## src/rtl/spi_fm_pkg.sv

```systemverilog
package spi_fm_pkg;
  typedef enum logic [1:0] {
    ST_IDLE  = 2'd0,
    ST_LEAD  = 2'd1,
    ST_SHIFT = 2'd2,
    ST_TRAIL = 2'd3
  } phase_e;
endpackage

```

## src/rtl/spi_fm_baud.sv

```systemverilog
module spi_fm_baud #(
  parameter int CNT_W = 8
) (
  input  logic             clk,
  input  logic             rst_n,
  input  logic             run,
  input  logic [CNT_W-1:0] pre_half,
  input  logic [CNT_W-1:0] rate,
  output logic             half_tick
);
  logic [CNT_W-1:0] pcnt;
  logic [CNT_W-1:0] rcnt;
  logic             ptick;

  assign ptick     = run && (pcnt == pre_half - 1'b1);
  assign half_tick = ptick && (rcnt == rate);

  always_ff @(posedge clk or negedge rst_n) begin
    if (!rst_n) begin
      pcnt <= '0;
      rcnt <= '0;
    end else if (!run) begin
      pcnt <= '0;
      rcnt <= '0;
    end else begin
      pcnt <= ptick ? '0 : pcnt + 1'b1;
      if (half_tick)  rcnt <= '0;
      else if (ptick) rcnt <= rcnt + 1'b1;
    end
  end

  AST_PRESCALE_BOUND: assert property (@(posedge clk) disable iff (!rst_n)
    run |-> (pcnt < pre_half));
  AST_RATE_BOUND: assert property (@(posedge clk) disable iff (!rst_n)
    run |-> (rcnt <= rate));
endmodule

```

## src/rtl/spi_fm_shifter.sv

```systemverilog
module spi_fm_shifter
  import spi_fm_pkg::*;
#(
  parameter int DATA_W = 16,
  parameter int LEN_W  = $clog2(DATA_W)
) (
  input  logic              clk,
  input  logic              rst_n,
  input  logic              start,
  input  logic [DATA_W-1:0] load_word,
  input  logic [LEN_W-1:0]  len_m1,
  input  logic              cpha,
  input  logic              cpol,
  input  logic              loopback,
  input  logic              miso,
  input  logic              half_tick,
  output logic              run,
  output logic              sck,
  output logic              mosi,
  output logic              sel_n,
  output logic              done,
  output logic [DATA_W-1:0] rx_word
);
  localparam int EDGE_W = $clog2(2 * DATA_W + 1);

  phase_e            state;
  logic [DATA_W-1:0] txs;
  logic [DATA_W-1:0] rxs;
  logic [EDGE_W-1:0] edge_cnt;
  logic [EDGE_W-1:0] edge_next;
  logic [EDGE_W-1:0] total;
  logic              do_edge;
  logic              take;
  logic              launch;
  logic              in_bit;

  assign total     = EDGE_W'(2 * (int'(len_m1) + 1));
  assign edge_next = edge_cnt + 1'b1;
  assign do_edge   = half_tick && (state == ST_LEAD || state == ST_SHIFT);
  assign take      = cpha ? !edge_next[0] : edge_next[0];
  assign launch    = cpha ? (edge_next[0] && edge_next != EDGE_W'(1))
                          : (!edge_next[0] && edge_next != total);
  assign mosi      = txs[DATA_W-1];
  assign in_bit    = loopback ? mosi : miso;
  assign run       = (state != ST_IDLE);
  assign done      = (state == ST_TRAIL) && half_tick;
  assign rx_word   = rxs;

  always_ff @(posedge clk or negedge rst_n) begin
    if (!rst_n) begin
      state    <= ST_IDLE;
      sck      <= 1'b0;
      sel_n    <= 1'b1;
      txs      <= '0;
      rxs      <= '0;
      edge_cnt <= '0;
    end else begin
      case (state)
        ST_IDLE: begin
          sck <= cpol;
          if (start) begin
            state    <= ST_LEAD;
            sel_n    <= 1'b0;
            txs      <= load_word;
            rxs      <= '0;
            edge_cnt <= '0;
          end
        end
        ST_LEAD, ST_SHIFT: begin
          if (do_edge) begin
            sck      <= ~sck;
            edge_cnt <= edge_next;
            if (take)   rxs <= {rxs[DATA_W-2:0], in_bit};
            if (launch) txs <= {txs[DATA_W-2:0], 1'b0};
            state <= (edge_next == total) ? ST_TRAIL : ST_SHIFT;
          end
        end
        default: begin
          if (half_tick) begin
            state <= ST_IDLE;
            sel_n <= 1'b1;
          end
        end
      endcase
    end
  end

  AST_EDGE_BOUND: assert property (@(posedge clk) disable iff (!rst_n)
    run |-> (edge_cnt <= total));
  AST_SEL_IDLE: assert property (@(posedge clk) disable iff (!rst_n)
    !run |-> sel_n);
  AST_TRAIL_QUIET: assert property (@(posedge clk) disable iff (!rst_n)
    (state == ST_TRAIL && $past(state) == ST_TRAIL) |-> $stable(sck));
endmodule

```

## src/rtl/spi_frame_master.sv

```systemverilog
module spi_frame_master #(
  parameter int DATA_W   = 16,
  parameter int CNT_W    = 8,
  parameter int MIN_BITS = 4,
  parameter int LEN_W    = $clog2(DATA_W)
) (
  input  logic              clk,
  input  logic              rst_n,
  input  logic              enable,
  input  logic              cpol,
  input  logic              cpha,
  input  logic              loopback,
  input  logic [LEN_W-1:0]  frame_size,
  input  logic [CNT_W-1:0]  prescale,
  input  logic [CNT_W-1:0]  rate_div,
  input  logic              tx_valid,
  output logic              tx_ready,
  input  logic [DATA_W-1:0] tx_data,
  output logic              rx_valid,
  input  logic              rx_ready,
  output logic [DATA_W-1:0] rx_data,
  output logic              busy,
  output logic              sck,
  output logic              mosi,
  input  logic              miso,
  output logic              sel_n
);
  localparam logic [LEN_W-1:0] MIN_M1 = LEN_W'(MIN_BITS - 1);
  localparam logic [LEN_W-1:0] TOP_M1 = LEN_W'(DATA_W - 1);

  logic [LEN_W-1:0]  size_eff;
  logic [CNT_W-1:0]  pre_sh;
  logic [CNT_W-1:0]  pre_half_c;
  logic [DATA_W-1:0] aligned;
  logic              accept;
  logic              run;
  logic              half_tick;
  logic              done;
  logic [DATA_W-1:0] rx_word;

  logic [LEN_W-1:0]  len_q;
  logic              cpha_q;
  logic              loop_q;
  logic [CNT_W-1:0]  pre_half_q;
  logic [CNT_W-1:0]  rate_q;

  assign size_eff   = (frame_size < MIN_M1) ? MIN_M1 : frame_size;
  assign pre_sh     = {1'b0, prescale[CNT_W-1:1]};
  assign pre_half_c = (pre_sh == '0) ? CNT_W'(1) : pre_sh;
  assign aligned    = tx_data << (TOP_M1 - size_eff);
  assign tx_ready   = enable && !run && !rx_valid;
  assign accept     = tx_valid && tx_ready;
  assign busy       = run;

  always_ff @(posedge clk or negedge rst_n) begin
    if (!rst_n) begin
      len_q      <= MIN_M1;
      cpha_q     <= 1'b0;
      loop_q     <= 1'b0;
      pre_half_q <= CNT_W'(1);
      rate_q     <= '0;
    end else if (accept) begin
      len_q      <= size_eff;
      cpha_q     <= cpha;
      loop_q     <= loopback;
      pre_half_q <= pre_half_c;
      rate_q     <= rate_div;
    end
  end

  always_ff @(posedge clk or negedge rst_n) begin
    if (!rst_n) begin
      rx_valid <= 1'b0;
      rx_data  <= '0;
    end else if (done) begin
      rx_valid <= 1'b1;
      rx_data  <= rx_word;
    end else if (rx_ready) begin
      rx_valid <= 1'b0;
    end
  end

  spi_fm_baud #(.CNT_W(CNT_W)) u_baud (
    .clk       (clk),
    .rst_n     (rst_n),
    .run       (run),
    .pre_half  (pre_half_q),
    .rate      (rate_q),
    .half_tick (half_tick)
  );

  spi_fm_shifter #(.DATA_W(DATA_W), .LEN_W(LEN_W)) u_shift (
    .clk       (clk),
    .rst_n     (rst_n),
    .start     (accept),
    .load_word (aligned),
    .len_m1    (len_q),
    .cpha      (cpha_q),
    .cpol      (cpol),
    .loopback  (loop_q),
    .miso      (miso),
    .half_tick (half_tick),
    .run       (run),
    .sck       (sck),
    .mosi      (mosi),
    .sel_n     (sel_n),
    .done      (done),
    .rx_word   (rx_word)
  );

  AST_RX_HOLD: assert property (@(posedge clk) disable iff (!rst_n)
    (rx_valid && !rx_ready) |=> (rx_valid && $stable(rx_data)));
  AST_START_BUSY: assert property (@(posedge clk) disable iff (!rst_n)
    (tx_valid && tx_ready) |=> (busy && !sel_n));
  AST_NO_START_DISABLED: assert property (@(posedge clk) disable iff (!rst_n)
    (!enable && !busy) |=> !busy);
  AST_READY_IDLE: assert property (@(posedge clk) disable iff (!rst_n)
    tx_ready |-> (!busy && sel_n && !rx_valid));
endmodule

```

## config.mk

```make
export PLATFORM = sky130hd
export DESIGN_NAME = spi_frame_master
export DESIGN_NICKNAME = d
export VERILOG_FILES = /design/src/rtl/spi_fm_pkg.sv /design/src/rtl/spi_fm_baud.sv /design/src/rtl/spi_fm_shifter.sv /design/src/rtl/spi_frame_master.sv
export SDC_FILE = /design/constraint.sdc
export NUM_CORES = 1
export LEC_CHECK = 0
export ABC_CLOCK_PERIOD_IN_PS = 4100
export CORE_AREA = 4 4 100 125
export DETAILED_ROUTE_END_ITERATION = 12
export DIE_AREA = 0 0 104 129
export GPL_ROUTABILITY_DRIVEN = 0
export PLACE_DENSITY = 0.77
export RECOVER_POWER = 50
export SLEW_MARGIN = 20
export SYNTH_ARGS = -nofsm -noshare
export SYNTH_HDL_FRONTEND = slang
export SYNTH_SLANG_ARGS = --single-unit
```

## constraint.sdc

```tcl
create_clock -name clk -period 4.1 [get_ports clk]
set_input_delay 0.82 -clock clk [delete_from_list [all_inputs] [get_ports clk]]
set_output_delay 0.82 -clock clk [all_outputs]
set_load 0.02 [all_outputs]
```

# ---- After elaboration in Yosys (flattened, before gate mapping)
# Index checks and enable logic that the tools add are counted.
dict set report word_totals {
  register_bits 97
  latch_bits 0
  ram_bits 0
  rom_bits 0
  elab_cells 98
  memories 0
}
dict set report op_classes {
  n_addsub 6
  n_mul 0
  div 0
  n_lt_le_gt_ge 1
  eq_ne 13
  n_shift 1
  mux 33
  bitwise 2
  reduce_logical 27
}
# operator n
set ops {}
lappend ops {{$mux 16} 6}
lappend ops {{$pmux 16 s2} 2}
lappend ops {{$mux 8} 5}
lappend ops {{$add 8x1->8 const B} 2}
lappend ops {{$eq 8x8->1} 2}
lappend ops {{$shl 16x4->16} 1}
lappend ops {{$mux 6} 2}
lappend ops {{$pmux 6 s2} 1}
lappend ops {{$logic_and 1x1->1} 9}
lappend ops {{$mux 1} 9}
lappend ops {{$reduce_and 3->1} 3}
lappend ops {{$logic_not 8->1} 1}
lappend ops {{$reduce_and 4->1} 2}
lappend ops {{$reduce_bool 2->1} 4}
lappend ops {{$sub 8x1->8 const B} 1}
lappend ops {{$mux 7} 1}
lappend ops {{$add 6x1->6 const B} 1}
lappend ops {{$eq 6x6->1} 1}
lappend ops {{$mux 2} 3}
lappend ops {{$ne 2x1->1 const B} 3}
lappend ops {{$ne 6x1->1 const B} 1}
lappend ops {{$ne 6x6->1} 1}
lappend ops {{$add 4x1->5 const B} 1}
lappend ops {{$eq 2x2->1 const B} 2}
lappend ops {{other kinds (15)} 19}

# ---- Longest topological paths before layout
# Gate-level depths: netlist (run 1).
dict set report depth {
  depth_word 7
  depth_mapped 13
}

# ---- Cells and area by module
# From an unflattened synthesis (run 1), not the netlist that was laid out.
dict set report unflattened {
  hier_cells 560
  hier_area_um2 5726.7
}
# mod n_inst cells_each area_per_inst_um2
set by_module_without_submodules {}
lappend by_module_without_submodules {spi_fm_shifter 1 215 2285.9}
lappend by_module_without_submodules {spi_frame_master 1 215 2270.9}
lappend by_module_without_submodules {spi_fm_baud 1 130 1169.9}

# ---- Worst setup path before layout (run 1)
# Ideal clock, no wire load.
dict set report synth_timing {
  path_kind {flip-flop to flip-flop}
  start {register pre_half_q[0]}
  end {register u_shift.rxs[6], in the netlist u_shift.rx_word[6]}
  arrival_time_ns 3.339
  t_required_ns 3.979
  path_slack_ns 0.640
  stages_incl_launch_ff 14
  path_buffers 4
  synth_period_minus_slack_ns 3.460
  path_cell_list {dfstp_2 > clkbuf_1 > inv_1 > ha_1 > buf_4 > nor2b_1 > or3_1 > a31o_1 > or4_1 > buf_2 > nor4_4 > nor2_2 > buf_4 > a22o_1}
}
dict set report synth_between {
  elab_chain_len 7
}
# element line_no
set synth_rtl {}
lappend synth_rtl {{from (decl)} spi_frame_master.sv:44} ;# logic [CNT_W-1:0] pre_half_q;
lappend synth_rtl {{from (signal assigned)} spi_frame_master.sv:66} ;# pre_half_q <= pre_half_c;
lappend synth_rtl {{$sub 8x1->8} spi_fm_baud.sv:15} ;# assign ptick = run && (pcnt == pre_half - 1'b1);
lappend synth_rtl {{$eq 8x8->1} spi_fm_baud.sv:15}
lappend synth_rtl {{$logic_and 1x1->1} spi_fm_baud.sv:15}
lappend synth_rtl {{$logic_and 1x1->1} spi_fm_baud.sv:16} ;# assign half_tick = ptick && (rcnt == rate);
lappend synth_rtl {{$logic_and 1x1->1} spi_fm_shifter.sv:39} ;# assign do_edge = half_tick && (state == ST_LEAD || state == ST_SHIFT);
lappend synth_rtl {{$ne 2x1->1 (no line)} --}
lappend synth_rtl {{$reduce_and 4->1 (no line)} --}
lappend synth_rtl {{to (signal assigned)} spi_fm_shifter.sv:73} ;# if (take) rxs <= {rxs[DATA_W-2:0], in_bit};
lappend synth_rtl {{to (decl)} spi_fm_shifter.sv:28} ;# logic [DATA_W-1:0] rxs;
# No other way between the ends.
# A chain may end at the register's enable or synchronous reset.

# ---- Final worst setup path (run 1)
dict set report layout_timing {
  start {register u_shift.state[0]}
  end {register u_shift.txs[9]}
}
dict set report layout_between {
  elab_chain_len 7
  word_cells_on_any_way 19
  classes_between {eq/ne (5); mux (1); reduce/logical (13)}
}
# element line_no
set layout_rtl {}
lappend layout_rtl {{from (decl)} spi_fm_shifter.sv:26} ;# phase_e state;
lappend layout_rtl {{from (signal assigned)} spi_fm_shifter.sv:75} ;# state <= (edge_next == total) ? ST_TRAIL : ST_SHIFT;
lappend layout_rtl {{$reduce_bool 2->1} spi_fm_shifter.sv:45} ;# assign run = (state != ST_IDLE);
lappend layout_rtl {{$logic_not 1->1} --}
lappend layout_rtl {{$logic_and 1x1->1 (2 in a row)} spi_frame_master.sv:51} ;# assign tx_ready = enable && !run && !rx_valid;
lappend layout_rtl {{$logic_and 1x1->1} spi_frame_master.sv:52} ;# assign accept = tx_valid && tx_ready;
lappend layout_rtl {{$ne 2x2->1 (no line)} --}
lappend layout_rtl {{$reduce_and 4->1 (no line)} --}
lappend layout_rtl {{to (signal assigned)} spi_fm_shifter.sv:64} ;# txs <= load_word;
lappend layout_rtl {{to (signal assigned)} spi_fm_shifter.sv:74} ;# if (launch) txs <= {txs[DATA_W-2:0], 1'b0};
lappend layout_rtl {{to (decl)} spi_fm_shifter.sv:27} ;# logic [DATA_W-1:0] txs;
# Several ways; a longest one is shown, not always the timed one.

==> impl_metrics.env, run 1 <==
export IMPL_run_status="complete, but fails checks"
export IMPL_violations="capacitance limit, slew limit"
export IMPL_synth_compound_area_frac=0.1792
export IMPL_cts_buffer_depth=2
export IMPL_antenna_left=0
export IMPL_finalMaxSlewViolations=112
export IMPL_synth_area_um2=5530
export IMPL_gr_usage_all_layers=0.1920
export IMPL_h_tree_depth=3
export IMPL_viasPerCell=6.043
export IMPL_post_layout_nonfiller_instances=739
export IMPL_vdd_drop_max_uv=238.1
export IMPL_place_detailed_hpwl_mm=9.038
export IMPL_power_switching_uw=1217
export IMPL_cp_data_arrival_time_ns=3.91
export IMPL_io_buffers=65
export IMPL_switching_share=0.3577
export IMPL_synth_fa_ha_area_frac=0.01810
export IMPL_internal_power_uw=2185
export IMPL_finalSetupViolations=0
export IMPL_via_count=4466
export IMPL_avgSynthCellArea_um2=10.15
export IMPL_grt_ovfl_total=0
export IMPL_hp_class="register to register"
export IMPL_clkTransAtPathRegs_ns=0.07
export IMPL_hold_buffers=0
export IMPL_drive_gt1_frac=0.1060
export IMPL_start_kind="register"
export IMPL_maxCapViolCount=2
export IMPL_setup_tns_ns=0
export IMPL_reg2reg_setup_slack_ns=0.41
export IMPL_grt_antenna_before_repair=0
export IMPL_cp_max_fo=33
export IMPL_first_pass_iters=5
export IMPL_die_w_um=104
export IMPL_grt_max_degree=78
export IMPL_fin_nets=652
export IMPL_yosysWarnings=0
export IMPL_ff2ff_path_depth=10
export IMPL_core_area_um2=11190
export IMPL_synth_xor_xnor_area_share=0.05226
export IMPL_grt_first_pass_wirelength_mm=21.24
export IMPL_die_height_um=129
export IMPL_rsz0062_at_grt="no"
export IMPL_hold_path_startpoint="rx_data[10]$_DFFE_PN0P_"
export IMPL_power_density_nw_per_um2=515.2
export IMPL_post_route_min_period_ns=3.690
export IMPL_seqPwrFrac=0.395
export IMPL_syn_nets=598
export IMPL_synthMuxAreaShare=0.1387
export IMPL_routed_wl_mm=12.68
export IMPL_clock_skew_ns=0.008002
export IMPL_hold_end="rx_data[10]$_DFFE_PN0P_"
export IMPL_numCtsBuffers=9
export IMPL_hold_depth=1
export IMPL_syn_instance_count=545
export IMPL_finalCritPeriodShare=0.9000
export IMPL_wl_per_cell_um=17.16
export IMPL_rows=43
export IMPL_tritoncts="done"
export IMPL_crit_type="register to register"
export IMPL_clk_latency_ns=0.35
export IMPL_synth_enable_flop_cells=0
export IMPL_cp_required_ns=4.32
export IMPL_maxSlewHeadroom=-0.2258
export IMPL_ioPinCount=67
export IMPL_ctsResizeCount=0
export IMPL_synth_ff_type="dfrtp_1"
export IMPL_clock_sinks=96
export IMPL_drc=0
export IMPL_final_hold_viol_count=0
export IMPL_share_comb_of_total_power=0.343
export IMPL_synth_top_family_by_area="compound AO/OA/AOI/OAI gates"
export IMPL_grt_pass1_vias=4437
export IMPL_ys_seq_elements=96
export IMPL_clockPowerShare=0.261
export IMPL_fmax_ghz=0.2710
export IMPL_antennaDiodeCount=0
export IMPL_whs_ns=0.4901
export IMPL_drt_iter0_drc=336
export IMPL_synthDistinctLibCells=68
export IMPL_worst_pin_slew_ns=1.839
export IMPL_dieArea_um2=13420
export IMPL_area_delta_synth_final_pct=19.39
export IMPL_r2r_start="u_shift.state[0]$_DFFE_PN0P_"
export IMPL_start_util=0.4942
export IMPL_ys_seq_area_frac=0.4353
export IMPL_cts_setup_buffers=0
export IMPL_async_flop_share=1.000
export IMPL_r2r_end="u_shift.txs[9]$_DFFE_PN0P_"
export IMPL_dp_cells=723
export IMPL_p_leak_uw=0.002860
export IMPL_cts_root_buf="clkbuf_16"
export IMPL_end_kind="register"
export IMPL_synth_simple_area_share=0.1387
[state kept, by name (all words and copies together) (netlist names)]
name,count
rx_valid,1
u_baud.rcnt,8
u_shift.sck,1
len_q,4
u_shift.txs,16
u_shift.sel_n,1
loop_q,1
u_shift.state,2
u_baud.pcnt,8
pre_half_q,7
rate_q,8
u_shift.edge_cnt,6
cpha_q,1
rx_data,16
u_shift.rx_word,16
[per-stage QoR]
| stage | instance area (um2) | util | power, uW | setup WS (ns) |
|---|---|---|---|---|
| after floorplan | 5530 | - | 2167 | 0.6399 |
| after global placement | 6296 | 0.5626 | 2456 | 0.5884 |
| after detailed placement | 6296 | 0.5626 | 2518 | 0.4939 |
| after CTS | 6616 | 0.5912 | 3420 | 0.4543 |
| after global routing | 6603 | 0.5900 | 3611 | 0.1613 |
| final | 6603 | 0.5900 | 3402 | 0.4100 |
[layout make-up]
class	count	area [um2]
Tap cell	135	168.9
Clock buffer	9	225.2
Sequential cell	96	2407
Timing Repair Buffer	77	724.4
Clock inverter	7	95.09
Fill cell	955	4588
Multi-Input combinational cell	397	2914
Inverter	18	67.56
[worst max-delay path: stages, from the launching register on]
cell	delay, ns
dfrtp_1	0.38
inv_1	0.08
ha_1	0.21
clkbuf_1	0.31
and3_1	0.31
nand2_1	0.10
clkbuf_1	1.18
o21ai_0	0.49
and3_1	0.34
nand3_1	0.07
o211ai_1	0.10
[cell usage after synthesis (5+ instances only)]
master | number | area, um2
dfrtp_1 | 92 | 2302
o21ai_0 | 32 | 160.2
nand2_1 | 31 | 116.4
nor2_1 | 31 | 116.4
mux2_1 | 25 | 281.5
clkbuf_1 | 24 | 90.09
a21oi_1 | 23 | 115.1
a22o_1 | 20 | 175.2
mux2_2 | 20 | 225.2
nand3_1 | 19 | 95.09
inv_1 | 18 | 67.56
xnor2_1 | 18 | 157.7
mux2i_1 | 17 | 170.2
xor2_1 | 15 | 131.4
nand2b_1 | 12 | 75.07
nor3_1 | 12 | 60.06
and3_1 | 9 | 56.30
o31ai_1 | 9 | 67.56
ha_1 | 8 | 100.1
o21ai_1 | 8 | 40.04
a22oi_1 | 6 | 45.04
buf_2 | 5 | 25.02
nor4_1 | 5 | 31.28
o211ai_1 | 5 | 37.54
[worst max path at each step]
stage	end	start	slack (ns)
2_1_floorplan	u_shift.rx_word[6]$_DFFE_PN0P_	pre_half_q[0]$_DFFE_PN1P_	0.64
3_3_place_gp	u_shift.txs[1]$_DFFE_PN0P_	pre_half_q[0]$_DFFE_PN1P_	0.59
3_5_place_dp	u_shift.txs[12]$_DFFE_PN0P_	pre_half_q[0]$_DFFE_PN1P_	0.49
4_1_cts	u_shift.txs[12]$_DFFE_PN0P_	pre_half_q[0]$_DFFE_PN1P_	0.45
5_1_grt	u_shift.txs[9]$_DFFE_PN0P_	u_shift.state[0]$_DFFE_PN0P_	0.16
6_report	u_shift.txs[9]$_DFFE_PN0P_	u_shift.state[0]$_DFFE_PN0P_	0.41
[routing by layer]
metal	wire length [um]	GRT usage
met5	0	0
met4	324	0.07355
met3	615	0.03713
met2	6331	0.3337
met1	5410	0.2383
[cell families (layout without fill, tap and decap cells)]
| family | Yosys count | after routing |
|---|---|---|
| AO/OA/AOI/OAI | 144 | 144 |
| adder cells (fa/ha/maj) | 8 | 8 |
| XOR/XNOR | 33 | 33 |
| flip-flops | 96 | 96 |
| multiplexers | 66 | 66 |
| buffers and inverters | 52 | 111 |
| AND/OR/NAND/NOR | 146 | 146 |
[power groups by stage]
stage                     clock (uW)  combinational, uW  sequential [uW]
after global routing             943               1290             1380
after global placement             0               1110             1350
after detailed placement           0               1160             1360
after floorplan                    0                846             1320
final                            889               1170             1350
after CTS                        904               1170             1340
[cells in the final DEF (no fill, tap or decap), drive strengths merged, types with 13 or more instances in the layout]
| cell | instances |
|---|---|
| xnor2 | 18 |
| a22o | 20 |
| a21oi | 23 |
| o21ai | 40 |
| nand3 | 19 |
| dfrtp | 92 |
| xor2 | 15 |
| mux2i | 17 |
| clkdlybuf4s50 | 64 |
| nor2 | 33 |
| inv | 22 |
| nand2 | 32 |
| mux2 | 45 |
| clkbuf | 13 |
No activity file was read; power rests on OpenSTA's default activity.
==> run 2: changes to the inputs <==
--- a/config.mk
+++ b/config.mk
@@ -12,6 +12,7 @@
 export GPL_ROUTABILITY_DRIVEN = 0
 export PLACE_DENSITY = 0.77
 export RECOVER_POWER = 50
+export SETUP_SLACK_MARGIN = 0.02
 export SLEW_MARGIN = 20
 export SYNTH_ARGS = -nofsm -noshare
 export SYNTH_HDL_FRONTEND = slang
==> results of run 2 <==
The final DEF is identical to that of run 1; final timing and power are the same.
==> run 3: changes to the inputs <==
--- a/config.mk
+++ b/config.mk
@@ -6,11 +6,12 @@
 export NUM_CORES = 1
 export LEC_CHECK = 0
 export ABC_CLOCK_PERIOD_IN_PS = 4100
-export CORE_AREA = 4 4 100 125
+export CAP_MARGIN = 10
+export CORE_AREA = 4 4 101 126
 export DETAILED_ROUTE_END_ITERATION = 12
-export DIE_AREA = 0 0 104 129
+export DIE_AREA = 0 0 105 130
 export GPL_ROUTABILITY_DRIVEN = 0
-export PLACE_DENSITY = 0.77
+export PLACE_DENSITY = 0.76
 export RECOVER_POWER = 50
 export SETUP_SLACK_MARGIN = 0.02
 export SLEW_MARGIN = 20
==> run 3 against run 2 <==
  * The run still ends with capacitance limit, slew limit left
  * Largest cell class unchanged
  * Clock skew rose by 0.0015 ns
  * Register-to-register slack got worse by 0.04 ns
  * Final cell count rose by 0.27%
  * Final area fell by 0.51%
  * First-iteration DRC count rose by 5.7%
  * Fmax fell by 1.1%
  * Worst hold slack barely moved
  * Die area rose by 1.7%
==> impl_metrics.env, run 3 (synthesis gave the netlist of run 1 again) <==
export IMPL_power_density_nw_per_um2=502.3
export IMPL_finalCritPeriodShare=0.9100
export IMPL_worst_pin_slew_ns=2.181
export IMPL_fin_nets=651
export IMPL_final_cell_mix="92 x dfrtp_1, 58 x clkdlybuf4s50_1, 32 x o21ai_0"
export IMPL_whs_ns=0.4897
export IMPL_die_w_um=105
export IMPL_cp_max_fo=13
export IMPL_crit_type="register to register"
export IMPL_final_hold_viol_count=0
export IMPL_clkTransAtPathRegs_ns=0.07
export IMPL_grt_antenna_before_repair=0
export IMPL_tritoncts="done"
export IMPL_antennaDiodeCount=0
export IMPL_start_util=0.4784
export IMPL_dp_cells=725
export IMPL_fmax_ghz=0.2680
export IMPL_final_common_cell="dfrtp_1"
export IMPL_wl_per_cell_um=16.76
export IMPL_viasPerCell=5.955
export IMPL_clk_latency_ns=0.35
export IMPL_maxCapViolCount=2
export IMPL_grt_max_degree=42
export IMPL_setup_tns_ns=0
export IMPL_drive_gt1_frac=0.1061
export IMPL_gr_usage_all_layers=0.1871
export IMPL_ctsResizeCount=0
export IMPL_finalMaxSlewViolations=76
export IMPL_first_pass_iters=7
export IMPL_via_count=4413
export IMPL_violations="capacitance limit, slew limit"
export IMPL_cp_required_ns=4.33
export IMPL_clock_sinks=96
export IMPL_drt_iter0_drc=355
export IMPL_cts_root_buf="clkbuf_16"
export IMPL_core_area_um2=11560
export IMPL_dieArea_um2=13650
export IMPL_regArea_um2=2407
export IMPL_grt_pass1_vias=4489
export IMPL_post_route_min_period_ns=3.731
export IMPL_route_met2_wl_mm=6.238
export IMPL_vdd_drop_max_uv=257.3
export IMPL_run_status="complete, but fails checks"
export IMPL_rows=44
export IMPL_ioPinCount=67
export IMPL_io_buffers=65
export IMPL_rsz0062_at_grt="no"
export IMPL_clock_skew_ns=0.009474
export IMPL_cts_setup_buffers=0
export IMPL_cts_buffer_depth=2
export IMPL_p_leak_uw=0.002862
export IMPL_hp_class="register to register"
export IMPL_post_layout_nonfiller_instances=741
export IMPL_hold_buffers=0
export IMPL_antenna_left=0
export IMPL_finalSetupViolations=0
export IMPL_routed_wl_met3_um=640
export IMPL_end_kind="register"
export IMPL_utilization=0.5682
export IMPL_area_delta_synth_final_pct=18.78
export IMPL_grt_ovfl_total=0
export IMPL_wl_met1_mm=5.253
export IMPL_maxSlewHeadroom=-0.4537
export IMPL_place_detailed_hpwl_mm=9.060
export IMPL_grt_first_pass_wirelength_mm=21.09
export IMPL_start_kind="register"
export IMPL_cp_data_arrival_time_ns=3.96
export IMPL_power_uw=3299
export IMPL_multi_input_area_um2=2914
export IMPL_num_fill_cells=1022
export IMPL_top_layer_used="met4"
export IMPL_die_height_um=130
export IMPL_drc=0
export IMPL_h_tree_depth=3
export IMPL_numCtsBuffers=9
export IMPL_routed_wl_mm=12.42
-- run 3: metrics by stage --
step,instance area (um2),setup WS (ns)
final,6569,0.3689
after detailed placement,6292,0.3816
after floorplan,5530,0.6399
after global placement,6292,0.4722
after CTS,6581,0.3538
after global routing,6569,0.1558
-- run 3: worst max-delay path, cell delays in order, from the launching register on --
cell     delay, ns
dfstp_2       0.61
inv_1         0.08
ha_1          0.30
nor2b_1       0.17
or3_1         0.35
a31o_1        0.25
or4_1         0.82
nor2_4        0.28
a21oi_1       0.33
mux2_1        0.42
-- run 3: path summary, 6_finish.rpt --
| check | depth (start not counted) | endpoint | start | slack, ns |
|---|---|---|---|---|
| worst max register to register | 9 | u_shift.txs[2]$_DFFE_PN0P_ | pre_half_q[0]$_DFFE_PN1P_ | 0.37 |
| max in group asynchronous | 2 | loop_q$_DFFE_PN0P_ | rst_n | 1.33 |
| worst min-delay path | 1 | rx_data[14]$_DFFE_PN0P_ | rx_data[14]$_DFFE_PN0P_ | 0.49 |
| worst max-delay path | 9 | u_shift.txs[2]$_DFFE_PN0P_ | pre_half_q[0]$_DFFE_PN1P_ | 0.37 |
| worst min register to register | 1 | rx_data[14]$_DFFE_PN0P_ | rx_data[14]$_DFFE_PN0P_ | 0.49 |
| min in group asynchronous | 1 | rate_q[3]$_DFFE_PN0P_ | rst_n | 1.11 |
-- run 3: report_power, final --
part	internal [uW]	switching (uW)	leakage (uW)
Clock	423	380	0.000140
Sequential	1160	184	0.00126
Combinational	534	615	0.00146
-- run 3: final cells by class --
type                            instances  area share
Clock inverter                          7    0.009714
Multi-Input combinational cell        397      0.4436
Clock buffer                            9     0.03429
Sequential cell                        96      0.3665
Tap cell                              138     0.02629
Timing Repair Buffer                   76      0.1093
Inverter                               18     0.01029
-- run 3: routing by layer --
layer  GRT usage  vias to the layer above
li1            -                     2113
met1      0.2230                     2141
met2      0.3355                      136
met3     0.03761                       23
met4     0.07027                        0
met5           0                        -
